$ cat src/rtl/acc_pkg.sv
package acc_pkg;

    typedef enum logic [7:0] {
        OP_LDA  = 8'h00,
        OP_LDX  = 8'h04,
        OP_STA  = 8'h0C,
        OP_STX  = 8'h10,
        OP_ADD  = 8'h18,
        OP_SUB  = 8'h1C,
        OP_MUL  = 8'h20,
        OP_DIV  = 8'h24,
        OP_COMP = 8'h28,
        OP_JEQ  = 8'h30,
        OP_JGT  = 8'h34,
        OP_JLT  = 8'h38,
        OP_J    = 8'h3C,
        OP_JSUB = 8'h48,
        OP_RSUB = 8'h4C,
        OP_RD   = 8'hD8,
        OP_WD   = 8'hDC,
        OP_TD   = 8'hE0
    } opcode_e;

    typedef enum logic [2:0] {
        ST_FETCH,
        ST_DECODE,
        ST_READ,
        ST_EXEC,
        ST_WRITE,
        ST_DEVICE,
        ST_HALT
    } state_e;

    typedef enum logic [1:0] {
        CC_EQ = 2'd0,
        CC_LT = 2'd1,
        CC_GT = 2'd2
    } cc_e;

    typedef enum logic [1:0] {
        ALU_ADD,
        ALU_SUB,
        ALU_MUL,
        ALU_DIV
    } alu_op_e;

endpackage

$ cat src/rtl/acc_agen.sv
module acc_agen #(
    parameter int ADDR_W = 15
) (
    input  logic [ADDR_W-1:0] field,
    input  logic              idx,
    input  logic [ADDR_W-1:0] xlow,
    output logic [ADDR_W-1:0] ea
);
    // Effective address wraps inside the address space.
    always_comb begin
        ea = field + (idx ? xlow : '0);
    end
endmodule

$ cat src/rtl/acc_alu.sv
module acc_alu
    import acc_pkg::*;
#(
    parameter int W = 24
) (
    input  alu_op_e        op,
    input  logic [W-1:0]   a,
    input  logic [W-1:0]   m,
    output logic [W-1:0]   y,
    output logic           div_zero,
    output cc_e            cmp
);
    logic [W-1:0] quo;

    always_comb begin
        div_zero = (m == '0);
        quo      = div_zero ? a : W'($signed(a) / $signed(m));
        case (op)
            ALU_ADD: y = a + m;
            ALU_SUB: y = a - m;
            ALU_MUL: y = a * m;
            ALU_DIV: y = quo;
            default: y = a;
        endcase
        if ($signed(a) < $signed(m)) begin
            cmp = CC_LT;
        end else if (a == m) begin
            cmp = CC_EQ;
        end else begin
            cmp = CC_GT;
        end
    end
endmodule

$ cat src/rtl/acc_cpu.sv
module acc_cpu
    import acc_pkg::*;
#(
    parameter int WORD_W = 24,
    parameter int ADDR_W = 15,
    parameter int OPC_W  = 8
) (
    input  logic              clk,
    input  logic              rst_n,
    output logic [ADDR_W-1:0] mem_addr,
    output logic              mem_we,
    output logic [7:0]        mem_wdata,
    input  logic [7:0]        mem_rdata,
    output logic [7:0]        dev_code,
    input  logic              dev_ready,
    output logic              dev_rd_stb,
    output logic              dev_wr_stb,
    output logic [7:0]        dev_wdata,
    input  logic [7:0]        dev_rdata,
    output logic              halted,
    output logic              div_err
);
    localparam int NBYTES = WORD_W / 8;
    localparam int CNT_W  = $clog2(NBYTES + 1);
    localparam logic [CNT_W-1:0] CNT_LAST_RD = CNT_W'(NBYTES);
    localparam logic [CNT_W-1:0] CNT_LAST_WR = CNT_W'(NBYTES - 1);

    state_e             state, state_nx;
    logic [CNT_W-1:0]   cnt;
    logic [ADDR_W-1:0]  pc, ea_q, lreg, ea_c;
    logic [WORD_W-1:0]  ir, areg, xreg, opnd, stval, alu_y;
    cc_e                cc, alu_cc;
    alu_op_e            alu_op;
    logic               alu_dz, derr_q;
    opcode_e            opc;

    assign opc = opcode_e'(ir[WORD_W-1 -: OPC_W]);

    acc_agen #(.ADDR_W(ADDR_W)) u_agen (
        .field (ir[ADDR_W-1:0]),
        .idx   (ir[ADDR_W]),
        .xlow  (xreg[ADDR_W-1:0]),
        .ea    (ea_c)
    );

    always_comb begin
        case (opc)
            OP_SUB:  alu_op = ALU_SUB;
            OP_MUL:  alu_op = ALU_MUL;
            OP_DIV:  alu_op = ALU_DIV;
            default: alu_op = ALU_ADD;
        endcase
    end

    acc_alu #(.W(WORD_W)) u_alu (
        .op       (alu_op),
        .a        (areg),
        .m        (opnd),
        .y        (alu_y),
        .div_zero (alu_dz),
        .cmp      (alu_cc)
    );

    // Next-state logic.
    always_comb begin
        state_nx = state;
        unique case (state)
            ST_FETCH:  if (cnt == CNT_LAST_RD) state_nx = ST_DECODE;
            ST_DECODE: begin
                case (opc)
                    OP_LDA, OP_LDX, OP_ADD, OP_SUB, OP_MUL, OP_DIV, OP_COMP:
                        state_nx = ST_READ;
                    OP_STA, OP_STX:
                        state_nx = ST_WRITE;
                    OP_J, OP_JEQ, OP_JGT, OP_JLT, OP_JSUB, OP_RSUB, OP_TD:
                        state_nx = ST_FETCH;
                    OP_RD, OP_WD:
                        state_nx = ST_DEVICE;
                    default:
                        state_nx = ST_HALT;
                endcase
            end
            ST_READ:   if (cnt == CNT_LAST_RD) state_nx = ST_EXEC;
            ST_EXEC:   state_nx = ST_FETCH;
            ST_WRITE:  if (cnt == CNT_LAST_WR) state_nx = ST_FETCH;
            ST_DEVICE: if (dev_ready) state_nx = ST_FETCH;
            ST_HALT:   state_nx = ST_HALT;
            default:   state_nx = ST_HALT;
        endcase
    end

    // State register and byte counter.
    always_ff @(posedge clk or negedge rst_n) begin
        if (!rst_n) begin
            state <= ST_FETCH;
            cnt   <= '0;
        end else begin
            state <= state_nx;
            if (state_nx != state) begin
                cnt <= '0;
            end else if (state == ST_FETCH || state == ST_READ || state == ST_WRITE) begin
                cnt <= cnt + 1'b1;
            end
        end
    end

    // Datapath registers.
    always_ff @(posedge clk or negedge rst_n) begin
        if (!rst_n) begin
            pc     <= '0;
            ea_q   <= '0;
            lreg   <= '0;
            ir     <= '0;
            areg   <= '0;
            xreg   <= '0;
            opnd   <= '0;
            cc     <= CC_EQ;
            derr_q <= 1'b0;
        end else begin
            unique case (state)
                ST_FETCH: begin
                    if (cnt != '0) ir <= {ir[WORD_W-9:0], mem_rdata};
                    if (cnt == CNT_LAST_RD) pc <= pc + ADDR_W'(NBYTES);
                end
                ST_DECODE: begin
                    ea_q <= ea_c;
                    case (opc)
                        OP_J:    pc <= ea_c;
                        OP_JEQ:  if (cc == CC_EQ) pc <= ea_c;
                        OP_JGT:  if (cc == CC_GT) pc <= ea_c;
                        OP_JLT:  if (cc == CC_LT) pc <= ea_c;
                        OP_JSUB: begin
                            lreg <= pc;
                            pc   <= ea_c;
                        end
                        OP_RSUB: pc <= lreg;
                        OP_TD:   cc <= dev_ready ? CC_LT : CC_EQ;
                        default: ;
                    endcase
                end
                ST_READ: begin
                    if (cnt != '0) opnd <= {opnd[WORD_W-9:0], mem_rdata};
                end
                ST_EXEC: begin
                    case (opc)
                        OP_LDA:  areg <= opnd;
                        OP_LDX:  xreg <= opnd;
                        OP_ADD, OP_SUB, OP_MUL: areg <= alu_y;
                        OP_DIV: begin
                            if (alu_dz) derr_q <= 1'b1;
                            else        areg   <= alu_y;
                        end
                        OP_COMP: cc <= alu_cc;
                        default: ;
                    endcase
                end
                ST_DEVICE: begin
                    if (dev_ready && opc == OP_RD) areg[7:0] <= dev_rdata;
                end
                ST_WRITE, ST_HALT: ;
                default: ;
            endcase
        end
    end

    // Outputs.
    always_comb begin
        stval      = (opc == OP_STX) ? xreg : areg;
        mem_addr   = pc;
        mem_we     = 1'b0;
        mem_wdata  = stval[8*(NBYTES-1-int'(cnt)) +: 8];
        dev_rd_stb = 1'b0;
        dev_wr_stb = 1'b0;
        unique case (state)
            ST_FETCH:  mem_addr = pc + ADDR_W'(cnt);
            ST_READ:   mem_addr = ea_q + ADDR_W'(cnt);
            ST_WRITE: begin
                mem_addr = ea_q + ADDR_W'(cnt);
                mem_we   = 1'b1;
            end
            ST_DEVICE: begin
                dev_rd_stb = dev_ready && (opc == OP_RD);
                dev_wr_stb = dev_ready && (opc == OP_WD);
            end
            ST_DECODE, ST_EXEC, ST_HALT: ;
            default: ;
        endcase
    end

    assign dev_code  = ea_c[7:0];
    assign dev_wdata = areg[7:0];
    assign halted    = (state == ST_HALT);
    assign div_err   = derr_q;

endmodule

$ cat config.mk
export PLATFORM = sky130hd
export DESIGN_NAME = acc_cpu
export DESIGN_NICKNAME = d
export VERILOG_FILES = /design/src/rtl/acc_pkg.sv /design/src/rtl/acc_agen.sv /design/src/rtl/acc_alu.sv /design/src/rtl/acc_cpu.sv
export SDC_FILE = /design/constraint.sdc
export NUM_CORES = 2
export LEC_CHECK = 0
export BUFFER_PORTS_ARGS = -buffer_cell sky130_fd_sc_hd__buf_2
export CAP_MARGIN = 0
export CORE_MARGIN = 2
export CORE_UTILIZATION = 45
export DETAILED_ROUTE_END_ITERATION = 10
export HOLD_SLACK_MARGIN = 0.03
export PLACE_DENSITY_LB_ADDON = 0.2
export SLEW_MARGIN = 30
export SYNTH_ARGS = -nofsm -noshare
export SYNTH_HDL_FRONTEND = slang
export SYNTH_SLANG_ARGS = --single-unit
$ cat constraint.sdc
create_clock -name clk -period 60.5 [get_ports clk]
set_input_delay 12.1 -clock clk [delete_from_list [all_inputs] [get_ports clk]]
set_output_delay 12.1 -clock clk [all_outputs]
set_load 0.02 [all_outputs]
# After elaboration in Yosys (flattened, before gate mapping)
# Cells that the tools add are included.
op_classes:
  magnitude_cmp: 1
  n_mul: 1
  reduce_logical: 31
  eq_ne: 43
  n_shift: 1
  n_mux: 33
  add_sub_neg: 8
  n_div: 1
ops:
  columns: ["op", "n"]
  rows:
  - ["$pmux W24 S4", 1]
  - ["$mux W15", 5]
  - ["$pmux W15 S5", 1]
  - ["$mux W24", 3]
  - ["$pmux W24 S3", 1]
  - ["$pmux W15 S2", 2]
  - ["$eq A8 B6 Y1 const B", 7]
  - ["$add A15 B2 Y15", 2]
  - ["$add A24 B24 Y24", 1]
  - ["$div A24 B24 Y24", 1]
  - ["$eq A24 B24 Y1", 1]
  - ["$eq A8 B5 Y1 const B", 3]
  - ["$eq A8 B8 Y1 const B", 3]
  - ["$logic_not A24 Y1", 1]
  - ["$lt A24 B24 Y1", 1]
  - ["$mul A24 B24 Y24", 1]
  - ["$shiftx A24 B6 Y8", 1]
  - ["$sub A24 B24 Y24", 1]
  - ["$pmux W3 S6", 1]
  - ["$eq A8 B7 Y1 const B", 2]
  - ["$pmux W8 S2", 1]
  - ["$add A15 B15 Y15", 1]
  - ["$add A15 B2 Y15 const B", 1]
  - ["$reduce_or A7 Y1", 2]
  - ["other kinds (35)", 75]
totals:
  register_bits: 149
  elab_cells: 131
  output_inout_bits: 44
  inputBits: 19

# Logic depth before layout (Yosys ltp)
depth:
  word_depth: 7
  ltp_mapped: 262
  depth_no_buf: 245

# Hierarchy
# A second synthesis with hierarchy kept.
unflattened:
  hier_cells: 5027
  area_unflattened_um2: 38757.2
by_module_without_submodules:
  columns: ["mod", "instances", "cells_each", "area_each_um2", "seq_area_each_um2"]
  rows:
  - ["acc_alu", 1, 4095, 29519.6, 0.0]
  - ["acc_cpu", 1, 832, 8460.6, 3728.6]
  - ["acc_agen", 1, 100, 777.0, 0.0]

# Least setup slack after synthesis
# OpenSTA, ideal clock, no wires.
synth_path:
  path_kind: "register -> register"
  startpoint: "register opnd[0]"
  endpoint: "register areg[20]"
  required_ns: 60.357
  path_stages_with_launch: 238
  n_path_buf: 28
  t_arrival_ns: 50.577
  setup_ns: 0.143
  path_slack_ns: 9.780
  synth_period_minus_slack_ns: 50.720
  path_cell_list: "dfrtp_1 clkbuf_1 inv_1 ha_1 nor4b_1 or3b_1 a211oi_1 o22a_1 and4_1 clkbuf_1 and3_1 a22oi_1 ha_1 o21a_1 o211ai_1 or3_1 clkbuf_1 mux2i_1 [202 not listed] a21boi_0 clkbuf_1 clkbuf_1 mux2_2 ha_1 a21o_1 a2111oi_0 o21ai_0 o21ai_0 a21oi_1 inv_1 ha_1 and4_1 and2_1 a21oi_1 xnor2_1 a2111oi_0 a311oi_1"
synth_via:
  elab_chain_cells: 5
  word_cells_on_any_way: 11
  cone_classes: "add/sub (2); mul (1); div (1); eq/ne (1); mux (4); reduce/logical (2)"
synth_rtl:
  columns: ["element", "line", "text"]
  rows:
  - ["from (decl)", "acc_cpu.sv:31", "logic [WORD_W-1:0] ir, areg, xreg, opnd, stval, alu_y;"]
  - ["from (signal assigned)", "acc_cpu.sv:142", "if (cnt != '0) opnd <= {opnd[WORD_W-9:0], mem_rdata};"]
  - ["$div A24 B24 Y24 or $logic_not A24 Y1 (tied branches)", "acc_alu.sv:17, acc_alu.sv:16", null]
  - ["$mux W24", "acc_alu.sv:17", "quo = div_zero ? a : W'($signed(a) / $signed(m));"]
  - ["$pmux W24 S4", "acc_alu.sv:18", "case (op)"]
  - ["$mux W24", "acc_cpu.sv:150", "if (alu_dz) derr_q <= 1'b1;"]
  - ["$pmux W24 S3", "acc_cpu.sv:145", "case (opc)"]
  - ["to (signal assigned)", "acc_cpu.sv:146", "OP_LDA: areg <= opnd;"]
  - ["to (signal assigned)", "acc_cpu.sv:148", "OP_ADD, OP_SUB, OP_MUL: areg <= alu_y;"]
  - ["to (signal assigned)", "acc_cpu.sv:151", "else areg <= alu_y;"]
  - ["to (decl)", "acc_cpu.sv:31", null]
# Several ways; a longest one is shown, not always the timed one. The select of a mux whose other input is x is not followed.
# A chain may end at the register's enable or synchronous reset.

# Worst setup path in the final report
layout_path:
  startpoint: "register opnd[7]"
  endpoint: "register areg[23]"
# The elaborated chain is that of the path after synthesis.

==> results.yml <==
clock_tree:
  cts.clk_slew.worst_paths_ns: 0.07
  cts_sinks: 149
  cts_hold_buffers: 0
  cts_buffer_depth: 2
  htreeDepth: 4
  cts_buffers: 17
  cts_tree: "built"
  root_buffer: "clkbuf_16"
  clkLatencyLatePin_ns: 0.46
routing:
  firstDrtPassIters: 7
  drtIter0Drc: 3970
  avgViaCountPerCell: 6.27
  wl_per_cell_um: 24.0
  routed_wl_um: 142000
  detail-route-antenna-nets: 0
  vias: 37000
  drc: 0
min_path:
  hold_start: "xreg[17]$_DFFE_PN0P_"
  holdPathStages: 2
  hold_path_class: "reg2reg"
  hold-path-endpoint: "xreg[17]$_DFFE_PN0P_"
logic_synthesis:
  syn_nets: 5577
  netlist_area_um2: 37000
  synth.avg_cell_area_um2: 7.57
  synth_edf_count: 0
  yosys_warnings: 0
  ys_seq_area_share_pct: 10.1
  synthArstFlopShare_pct: 100
  synth_ff_type: "dfrtp_1"
  synth_seq_cells: 149
  yosysUniqueCellTypes: 105
  synthCells: 4888
die:
  die_h_um: 291
  dieArea_um2: 84500
  fp.dieW_um: 291
  coreArea_um2: 81700
  ios: 63
  start_util_pct: 45.3
  rows: 105
sta:
  finalCritPeriodShare_pct: 93.5
  finalHoldViolCount: 0
  fin_crit_ns: 56.55
  finClkSkew_ns: 0.0129
  tightest_slew_ns: 0.934
  setup_ws_ns: 3.95
  max_freq_ghz: 0.0177
  hold-worst-slack_ns: 0.482
  setup_viol: 0
  slew_viol_final: 0
  relSlewSlack_pct: 37.1
grt:
  grt.overflow.total: 0
  grt_pass1_vias: 35200
  grt_usage_pct: 33.0
  grt_max_degree: 88
  grt_pass1_wl_um: 216000
  antenna_found_initial: 4
setup_path:
  path_max_fanout: 36
  critPathLaunch: "opnd[7]$_DFFE_PN0P_"
  start_kind: "register"
  rr_worst_depth: 224
  r2r_start: "opnd[7]$_DFFE_PN0P_"
  cp_slowest_cell: "or4_1"
  worst-endpoint-required_ns: 60.78
  crit_arrival_ns: 56.83
  path_class: "reg2reg"
  cpPeakStageDelay_ns: 0.76
  r2r_slack_ns: 3.95
  r2r-end: "areg[23]$_DFFE_PN0P_"
  endpoint_kind: "register"
final_layout:
  area_growth_pct: 6.58
  multi_input_area_um2: 31100
  drive_gt1_share_pct: 8.66
  fillerInstances: 8232
  final_cell_mix: "nand2_1 (577), ha_1 (453), inv_1 (400)"
  regArea_um2: 3730
  layout.nets: 5515
  final_common_cell: "nand2_1"
  postLayoutCoreUtil_pct: 48.3
place:
  pre_cts_ws_ns: 0.987
  port_buffers: 62
  finalWeightedCongestion: 1.00
  hpwlAfterDp_um: 107000
outcome:
  outcome: "finished clean"
job:
  drv_cap: 0
## what timing repair did
| action | CTS | global route |
|---|---|---|
| endpoints found under the setup margin | 0 | 24 |
| buffers inserted | 0 | 3 |
| resized for setup | 0 | 36 |
## final cells by class
type / count / share of cell area [%]
Antenna cell: 1 / 0.00635
Clock buffer: 21 / 1.17
Clock inverter: 11 / 0.352
Inverter: 409 / 3.90
Multi-Input combinational cell: 4078 / 78.8
Sequential cell: 149 / 9.45
Tap cell: 1070 / 3.39
Timing Repair Buffer: 171 / 2.89
## registers in the layout (all words and copies together), names as in the netlist
register,count
cc,2
pc,15
state,3
areg,24
opnd,24
ir,24
cnt,2
ea_q,15
xreg,24
div_err,1
lreg,15
## stage by stage
stage / setup TNS, ns / instances / area (µm²)
5_1_grt: -0.00266 / 5909 / 39400
4_1_cts: 0 / 5906 / 39200
3_5_place_dp: 0 / 5874 / 38600
3_3_place_gp: 0 / 5873 / 38600
6_report: 0 / 5910 / 39400
2_1_floorplan: 0 / 4888 / 37000
## how the worst max path moves through the flow
stage | endpoint | slack, ns | depth (start not counted)
after floorplan | areg[20]$_DFFE_PN0P_ | 9.78 | 237
after global placement | areg[23]$_DFFE_PN0P_ | 2.48 | 226
after detailed placement | areg[20]$_DFFE_PN0P_ | 0.99 | 222
after CTS | areg[20]$_DFFE_PN0P_ | 0.75 | 223
after global routing | areg[20]$_DFFE_PN0P_ | -0.003 | 230
final | areg[23]$_DFFE_PN0P_ | 3.95 | 224
## cells by family after synthesis
| kind of cell | Yosys count | synth area share, % |
|---|---|---|
| buffers and inverters | 661 | 6.94 |
| adder cells (fa/ha/maj) | 670 | 27.1 |
| multiplexers | 120 | 3.76 |
| AND/OR/NAND/NOR | 1632 | 21.1 |
| XOR/XNOR | 314 | 7.43 |
| AO/OA/AOI/OAI | 1342 | 23.6 |
| flip-flops | 149 | 10.1 |
## worst max-delay path: cells and delay by family, from the launching register on
kind	cells	cell delay [ns]
adder cells (fa/ha/maj)	23	7.41
AO/OA/AOI/OAI	116	29.11
AND/OR/NAND/NOR	69	15.50
XOR/XNOR	2	0.38
multiplexers	2	0.88
flip-flops	1	0.55
buffers and inverters	12	2.34
## metal layers
metal,global-route usage [%],vias up,part of all wire [%]
met5,0,-,0.040
met4,12.7,8,4.4
met3,5.31,332,8.2
met2,52.9,1678,45
met1,44.4,17800,43
li1,-,17200,-
## Yosys cell counts (15+ instances only)
master / instances / area, µm²
a21o_1: 105 / 788
and2_1: 141 / 882
nand3_1: 116 / 581
nor2_1: 346 / 1300
mux2i_1: 41 / 410
a31oi_1: 85 / 532
nand4_1: 38 / 238
nor2b_1: 45 / 282
dfrtp_1: 149 / 3730
nor3_1: 114 / 571
nand2b_1: 52 / 325
a211oi_1: 40 / 300
o31ai_1: 44 / 330
xor2_1: 106 / 928
buf_4: 17 / 128
and3_1: 35 / 219
nor4_1: 27 / 169
o211ai_1: 39 / 293
clkbuf_1: 198 / 743
o221ai_1: 16 / 140
a21boi_0: 15 / 113
inv_1: 400 / 1500
o21ai_0: 272 / 1360
o22ai_1: 29 / 181
or2_2: 34 / 213
fa_1: 217 / 4340
a211o_1: 16 / 140
or3_1: 40 / 250
buf_1: 23 / 86.3
nand2_1: 578 / 2170
o21bai_1: 27 / 203
mux2_2: 71 / 800
xnor2_1: 208 / 1820
a221oi_1: 21 / 184
a21oi_1: 356 / 1780
o21a_1: 80 / 601
ha_1: 453 / 5670
Power is left out: the tool's default activity adds up to more than one toggle a clock period on the data nets, which glitch-free logic cannot reach.
